[config.mk]
export PLATFORM = sky130hd
export DESIGN_NAME = ata_taskfile_ctrl
export DESIGN_NICKNAME = d
export VERILOG_FILES = /design/src/rtl/ata_tf_pkg.sv /design/src/rtl/ata_tf_regs.sv /design/src/rtl/ata_tf_ident.sv /design/src/rtl/ata_taskfile_ctrl.sv
export SDC_FILE = /design/constraint.sdc
export NUM_CORES = 1
export LEC_CHECK = 0
export BUFFER_PORTS_ARGS = -buffer_cell sky130_fd_sc_hd__buf_4
export CAP_MARGIN = 10
export CORE_AREA = 4 4 79 81
export DETAILED_ROUTE_END_ITERATION = 16
export DIE_AREA = 0 0 83 85
export PLACE_DENSITY = 0.82
export SLEW_MARGIN = 0
export SYNTH_ARGS = -nofsm -noshare
export SYNTH_HDL_FRONTEND = slang
export SYNTH_SLANG_ARGS = --single-unit
[constraint.sdc]
create_clock -name clk -period 2.2 [get_ports clk]
set_input_delay 0 -clock clk [delete_from_list [all_inputs] [get_ports clk]]
set_output_delay 0 -clock clk [all_outputs]
set_load 0.03 [all_outputs]
[src/rtl/ata_tf_pkg.sv]
package ata_tf_pkg;
    typedef enum logic [1:0] {ST_IDLE, ST_PIO_IN, ST_FLUSH, ST_DMA} tf_state_e;

    localparam logic [2:0] OFS_DATA  = 3'd0;
    localparam logic [2:0] OFS_COUNT = 3'd2;
    localparam logic [2:0] OFS_LBA0  = 3'd3;
    localparam logic [2:0] OFS_DEV   = 3'd6;
    localparam logic [2:0] OFS_CMD   = 3'd7;

    localparam logic [7:0] OP_RD_DMA = 8'hC8;
    localparam logic [7:0] OP_WR_DMA = 8'hCA;
    localparam logic [7:0] OP_FLUSH  = 8'hE7;
    localparam logic [7:0] OP_IDENT  = 8'hEC;

    function automatic logic op_known(input logic [7:0] op);
        return (op == OP_RD_DMA) || (op == OP_WR_DMA) ||
               (op == OP_FLUSH)  || (op == OP_IDENT);
    endfunction

    function automatic tf_state_e op_target(input logic [7:0] op);
        case (op)
            OP_IDENT:             return ST_PIO_IN;
            OP_FLUSH:             return ST_FLUSH;
            OP_RD_DMA, OP_WR_DMA: return ST_DMA;
            default:              return ST_IDLE;
        endcase
    endfunction
endpackage

[src/rtl/ata_tf_regs.sv]
module ata_tf_regs #(
    parameter int LBA_BYTES = 3,
    localparam int LBA_W = LBA_BYTES * 8
) (
    input  logic             clk,
    input  logic             rst_n,
    input  logic             wr_en,
    input  logic [2:0]       addr,
    input  logic [7:0]       wdata,
    output logic [7:0]       count,
    output logic [LBA_W-1:0] lba,
    output logic [7:0]       dev
);
    import ata_tf_pkg::*;

    always_ff @(posedge clk or negedge rst_n) begin
        if (!rst_n) begin
            count <= '0;
            dev   <= '0;
        end else if (wr_en) begin
            if (addr == OFS_COUNT) count <= wdata;
            if (addr == OFS_DEV)   dev   <= wdata;
        end
    end

    for (genvar b = 0; b < LBA_BYTES; b++) begin : g_lba
        always_ff @(posedge clk or negedge rst_n) begin
            if (!rst_n)
                lba[b*8 +: 8] <= '0;
            else if (wr_en && addr == 3'(OFS_LBA0 + b))
                lba[b*8 +: 8] <= wdata;
        end
    end
endmodule

[src/rtl/ata_tf_ident.sv]
module ata_tf_ident #(
    parameter int WORDS = 256,
    localparam int IDX_W = $clog2(WORDS)
) (
    input  logic [IDX_W-1:0] idx,
    output logic [15:0]      word
);
    always_comb begin
        if (idx == '0)
            word = 16'h0040;
        else
            word = {8'(idx), 8'(idx) ^ 8'hA5};
    end
endmodule

[src/rtl/ata_taskfile_ctrl.sv]
module ata_taskfile_ctrl #(
    parameter int IDENT_WORDS = 256,
    parameter int LBA_BYTES = 3,
    localparam int CNT_W = $clog2(IDENT_WORDS),
    localparam int LBA_W = LBA_BYTES * 8
) (
    input  logic             clk,
    input  logic             rst_n,
    input  logic [2:0]       io_addr,
    input  logic             io_wr,
    input  logic [7:0]       io_wdata,
    input  logic             io_rd,
    output logic [15:0]      io_rdata,
    input  logic             flush_done,
    input  logic             dma_done,
    output logic             dma_go,
    output logic             dma_to_host,
    output logic [7:0]       tf_count,
    output logic [LBA_W-1:0] tf_lba,
    output logic [7:0]       tf_dev,
    output logic             irq
);
    import ata_tf_pkg::*;

    tf_state_e        state, state_nxt;
    logic [CNT_W-1:0] word_cnt;
    logic             err_q, irq_q, dir_q;
    logic             bsy, drq, tf_wr, cmd_wr, data_rd, stat_rd, last_word, done_evt;
    logic [15:0]      ident_word;
    logic [7:0]       status;

    assign bsy       = (state == ST_FLUSH) || (state == ST_DMA);
    assign drq       = (state == ST_PIO_IN);
    assign tf_wr     = io_wr && !bsy;
    assign cmd_wr    = tf_wr && (io_addr == OFS_CMD);
    assign data_rd   = io_rd && (io_addr == OFS_DATA) && drq;
    assign stat_rd   = io_rd && (io_addr == OFS_CMD);
    assign last_word = (word_cnt == CNT_W'(IDENT_WORDS - 1));
    assign done_evt  = (cmd_wr && (io_wdata == OP_IDENT || !op_known(io_wdata))) ||
                       (state == ST_FLUSH && flush_done) ||
                       (state == ST_DMA && dma_done);

    ata_tf_regs #(.LBA_BYTES(LBA_BYTES)) u_regs (
        .clk(clk), .rst_n(rst_n), .wr_en(tf_wr), .addr(io_addr), .wdata(io_wdata),
        .count(tf_count), .lba(tf_lba), .dev(tf_dev)
    );

    ata_tf_ident #(.WORDS(IDENT_WORDS)) u_ident (.idx(word_cnt), .word(ident_word));

    // State register
    always_ff @(posedge clk or negedge rst_n) begin
        if (!rst_n) state <= ST_IDLE;
        else        state <= state_nxt;
    end

    // Next state
    always_comb begin
        state_nxt = state;
        unique case (state)
            ST_IDLE, ST_PIO_IN: begin
                if (cmd_wr)                   state_nxt = op_target(io_wdata);
                else if (data_rd && last_word) state_nxt = ST_IDLE;
            end
            ST_FLUSH: if (flush_done) state_nxt = ST_IDLE;
            ST_DMA:   if (dma_done)   state_nxt = ST_IDLE;
        endcase
    end

    // Registered outputs and counters
    always_ff @(posedge clk or negedge rst_n) begin
        if (!rst_n) begin
            word_cnt <= '0;
            err_q    <= 1'b0;
            irq_q    <= 1'b0;
            dir_q    <= 1'b0;
        end else begin
            if (cmd_wr) begin
                word_cnt <= '0;
                err_q    <= !op_known(io_wdata);
                dir_q    <= (io_wdata == OP_RD_DMA);
            end else if (data_rd) begin
                word_cnt <= word_cnt + 1'b1;
            end
            if (done_evt)     irq_q <= 1'b1;
            else if (stat_rd) irq_q <= 1'b0;
        end
    end

    assign status      = {bsy, 1'b1, 1'b0, 1'b0, drq, 2'b00, err_q};
    assign irq         = irq_q;
    assign dma_go      = (state == ST_DMA);
    assign dma_to_host = dir_q;

    always_comb begin
        io_rdata = '0;
        case (io_addr)
            OFS_DATA:  io_rdata = drq ? ident_word : 16'h0000;
            OFS_COUNT: io_rdata = {8'h00, tf_count};
            OFS_DEV:   io_rdata = {8'h00, tf_dev};
            OFS_CMD:   io_rdata = {8'h00, status};
            default: begin
                for (int b = 0; b < LBA_BYTES; b++)
                    if (io_addr == 3'(OFS_LBA0 + b)) io_rdata = {8'h00, tf_lba[b*8 +: 8]};
            end
        endcase
    end


    ident_end_chk: assert property (@(posedge clk) disable iff (!rst_n)
        (data_rd && last_word && !cmd_wr) |=> (state == ST_IDLE));

    flush_hold_chk: assert property (@(posedge clk) disable iff (!rst_n)
        (state == ST_FLUSH && !flush_done) |=> (state == ST_FLUSH));

    irq_clear_chk: assert property (@(posedge clk) disable iff (!rst_n)
        (stat_rd && !done_evt) |=> !irq);

    dma_end_chk: assert property (@(posedge clk) disable iff (!rst_n)
        (dma_go && dma_done) |=> (!dma_go && irq));

    bad_op_chk: assert property (@(posedge clk) disable iff (!rst_n)
        (cmd_wr && !op_known(io_wdata)) |=> (err_q && irq && !bsy));

    busy_wr_chk: assert property (@(posedge clk) disable iff (!rst_n)
        (bsy && io_wr) |=> ($stable(tf_lba) && $stable(tf_count) && $stable(tf_dev)));
endmodule

==> reports/metrics.yaml <==
power:
  p_seq_share_pct: 42.4
  power.total_mw: 3.02
  p_int_mw: 1.89
  ir_worst_vdd_mv: 0.570
  power_frac_clock_pct: 19.8
  power.leakage_nw: 1.69
  comb_power_share_pct: 37.8
  switchingPower_mw: 1.14
  p_per_area_nw_per_um2: 811
  sw_frac_of_total_pct: 37.6
sta:
  fin_skew_ns: 0.00495
  max_slew_margin_pct: 54.6
  final_max_slew_viol_count: 0
  max_freq_mhz: 473
  grt_setup_unrepaired: "yes"
  hold-worst-slack_ns: 0.0388
  finalSetupViolations: 0
  finalCritPeriodShare_pct: 96.1
  layout_setup_ws_ns: 0.0852
  hold_viol_final: 0
  worst_pin_slew_ns: 0.681
  final.min_clock_period_ns: 2.11
critical_path:
  path_cells: "inv_2 > ha_1 > or4b_4 > o211ai_4 > nor2_1 > o221a_2 > buf_4"
  crit_buf_inv: 2
  cpPeakStageDelay_ns: 0.47
  crit_fanout: 3
  crit_path_end_kind: "output pin"
  cp_slowest_cell: "or4b_4"
  worstSetupStartpointType: "register"
  setup.worst_path.class: "reg2out"
  cp.required_ns: 2.20
  critical-path-top-delay-family: "simple AND/OR/NAND/NOR gates"
  crit_arrival_ns: 2.11
  rrSetupSlack_ns: 0.44
clocking:
  clock_latency_ns: 0.31
  htreeDepth: 2
  path_clk_slew_ns: 0.09
  cts_buffer_depth: 2
  numCtsBuffers: 5
  cts_num_sinks: 53
  cts-root-buf: "clkbuf_8"
  tritoncts: "done"
synth:
  yosysUniqueCellTypes: 51
  ys.flop_type: "dfrtp_1"
  ys_async_sr_fraction_pct: 100
  yosysSeqAreaShare_pct: 46.4
  syn-num-nets: 276
  synth-seq-cells: 53
  synth.avg_cell_area_um2: 11.1
  yosys_warnings: 0
  synth_edf_count: 0
  postSynthCellCount: 257
  syn_area_um2: 2860
floorplanning:
  start_util_pct: 52.2
  die_h_um: 85
  rows: 27
  coreArea_um2: 5470
  pin_count: 76
  dieWidth_um: 83
  fp.dieArea_um2: 7060
detailed_routing:
  drtPass1Iterations: 4
  drt_iter0_drc: 163
  wl_mm: 7.78
  ant_nets: 0
  avgRoutedWirePerCell_um: 18.6
  vias_per_cell: 5.79
  num_vias: 2427
  drc: 0
final_layout:
  instances_no_fill: 419
  syn_to_final_growth_pct: 30.4
  antenna_cells: 0
  layout_commonest_cell: "buf_4"
  nets: 365
  drive_gt1_share_pct: 45.8
  fill_cells: 430
  final_cell_mix: "84 x buf_4, 53 x dfrtp_1, 48 x mux2_2"
min_path:
  hp-class: "in2reg"
run:
  cap_viol_max_count: 0
global_route:
  track_usage_pct: 22.6
  grt_max_degree: 54
  antenna_found_initial: 0
  first_global_vias: 2568
  grt_overflow_total: 0
  grt_pass1_wl_mm: 12.9
placement:
  dp_hpwl_mm: 5.56
  gp_congestion: 0.875
  place_ws_ns: 0.289
  dp.cells: 398
  numPortBuffers: 75
outcome:
  status: "finished clean"
-- cell type report --
cell class / instances / area [µm²] / share of cell area (%)
multi-input cells: 188 / 1460 / 39.3
flip-flops and latches: 53 / 1330 / 35.6
repair buffers: 94 / 732 / 19.6
well taps: 72 / 90.1 / 2.42
clock buffers: 6 / 82.6 / 2.22
clock inverters: 2 / 17.5 / 0.470
inverters: 4 / 15.0 / 0.403
-- layer usage --
| metal | global-route usage [%] | up-vias | share of wire [%] |
|---|---|---|---|
| met5 | 0 | - | 0 |
| met4 | 7.13 | 0 | 1.3 |
| met3 | 6.31 | 10 | 7.9 |
| met2 | 36.5 | 87 | 48 |
| met1 | 29.5 | 1214 | 43 |
| li1 | - | 1116 | - |
-- power groups by stage --
stage / Clock [mW] / Combinational, mW / Sequential [mW]
6_report: 0.598 / 1.14 / 1.28
5_1_grt: 0.639 / 1.21 / 1.31
4_1_cts: 0.598 / 1.14 / 1.28
3_5_place_dp: 0 / 1.13 / 1.30
3_3_place_gp: 0 / 1.11 / 1.29
2_1_floorplan: 0 / 0.354 / 1.61
-- cells in the mapped netlist (all sizes together) (4+ instances only) --
cell	instances	area [µm²]
dfrtp	53	1330
mux2	48	541
nor2	22	85.1
nand2	21	78.8
o21ai	10	50.1
and3	7	46.3
buf	7	41.3
nand2b	6	37.5
clkbuf	5	18.8
a21oi	4	20.0
a31oi	4	25.0
inv	4	15.0
nand3	4	20.0
nand4	4	25.0
xnor2	4	35.0
-- path summary, 6_finish.rpt --
path	end	depth (start not counted)	from
min reg2reg	dma_to_host	2	dma_to_host
min	word_cnt[1]	3	io_rd
min in group asynchronous	irq	2	rst_n
max in group asynchronous	u_regs.dev[4]	2	rst_n
max	io_rdata[5]	7	word_cnt[1]
max reg2reg	word_cnt[5]	4	state[1]
-- worst register-to-register path, delay by kind of cell, from the launching register on --
kind / cells / cell delay (ns)
XOR/XNOR: 1 / 0.17
flip-flops: 1 / 0.51
AND/OR/NAND/NOR: 3 / 0.94
-- flip-flops by register name (all words and copies together), names as in the netlist --
name,cells
u_regs.lba,24
u_regs.count,8
u_regs.dev,8
word_cnt,8
state,2
dma_to_host,1
err_q,1
irq,1
-- cell families (layout without fill, tap and decap cells) --
group | after synthesis | count (layout) | share of synthesized area [%]
AND/OR/NAND/NOR | 88 | 88 | 17.2
flip-flops | 53 | 53 | 46.4
multiplexers | 51 | 51 | 20.4
AO/OA/AOI/OAI | 40 | 40 | 10.4
buffers and inverters | 16 | 106 | 2.63
XOR/XNOR | 7 | 7 | 2.14
adder cells (fa/ha/maj) | 2 | 2 | 0.875
-- per-stage QoR --
step / util, % / setup TNS, ns / area (µm²)
2_1_floorplan: - / 0 / 2860
3_3_place_gp: 63.9 / 0 / 3500
3_5_place_dp: 63.9 / 0 / 3500
4_1_cts: 67.5 / 0 / 3690
5_1_grt: 68.1 / -0.0176 / 3730
6_report: 68.1 / 0 / 3730
-- repair_timing --
item | 4_1_cts | 5_1_grt
hold endpoints to repair | 91 | 0
gates resized for setup | 0 | 4
hold buffers | 9 | 0
pin swaps | 1 | 1
buffers inserted | 1 | 3
endpoints found under the setup margin | 2 | 7
Power figures use the tool's default switching activity.
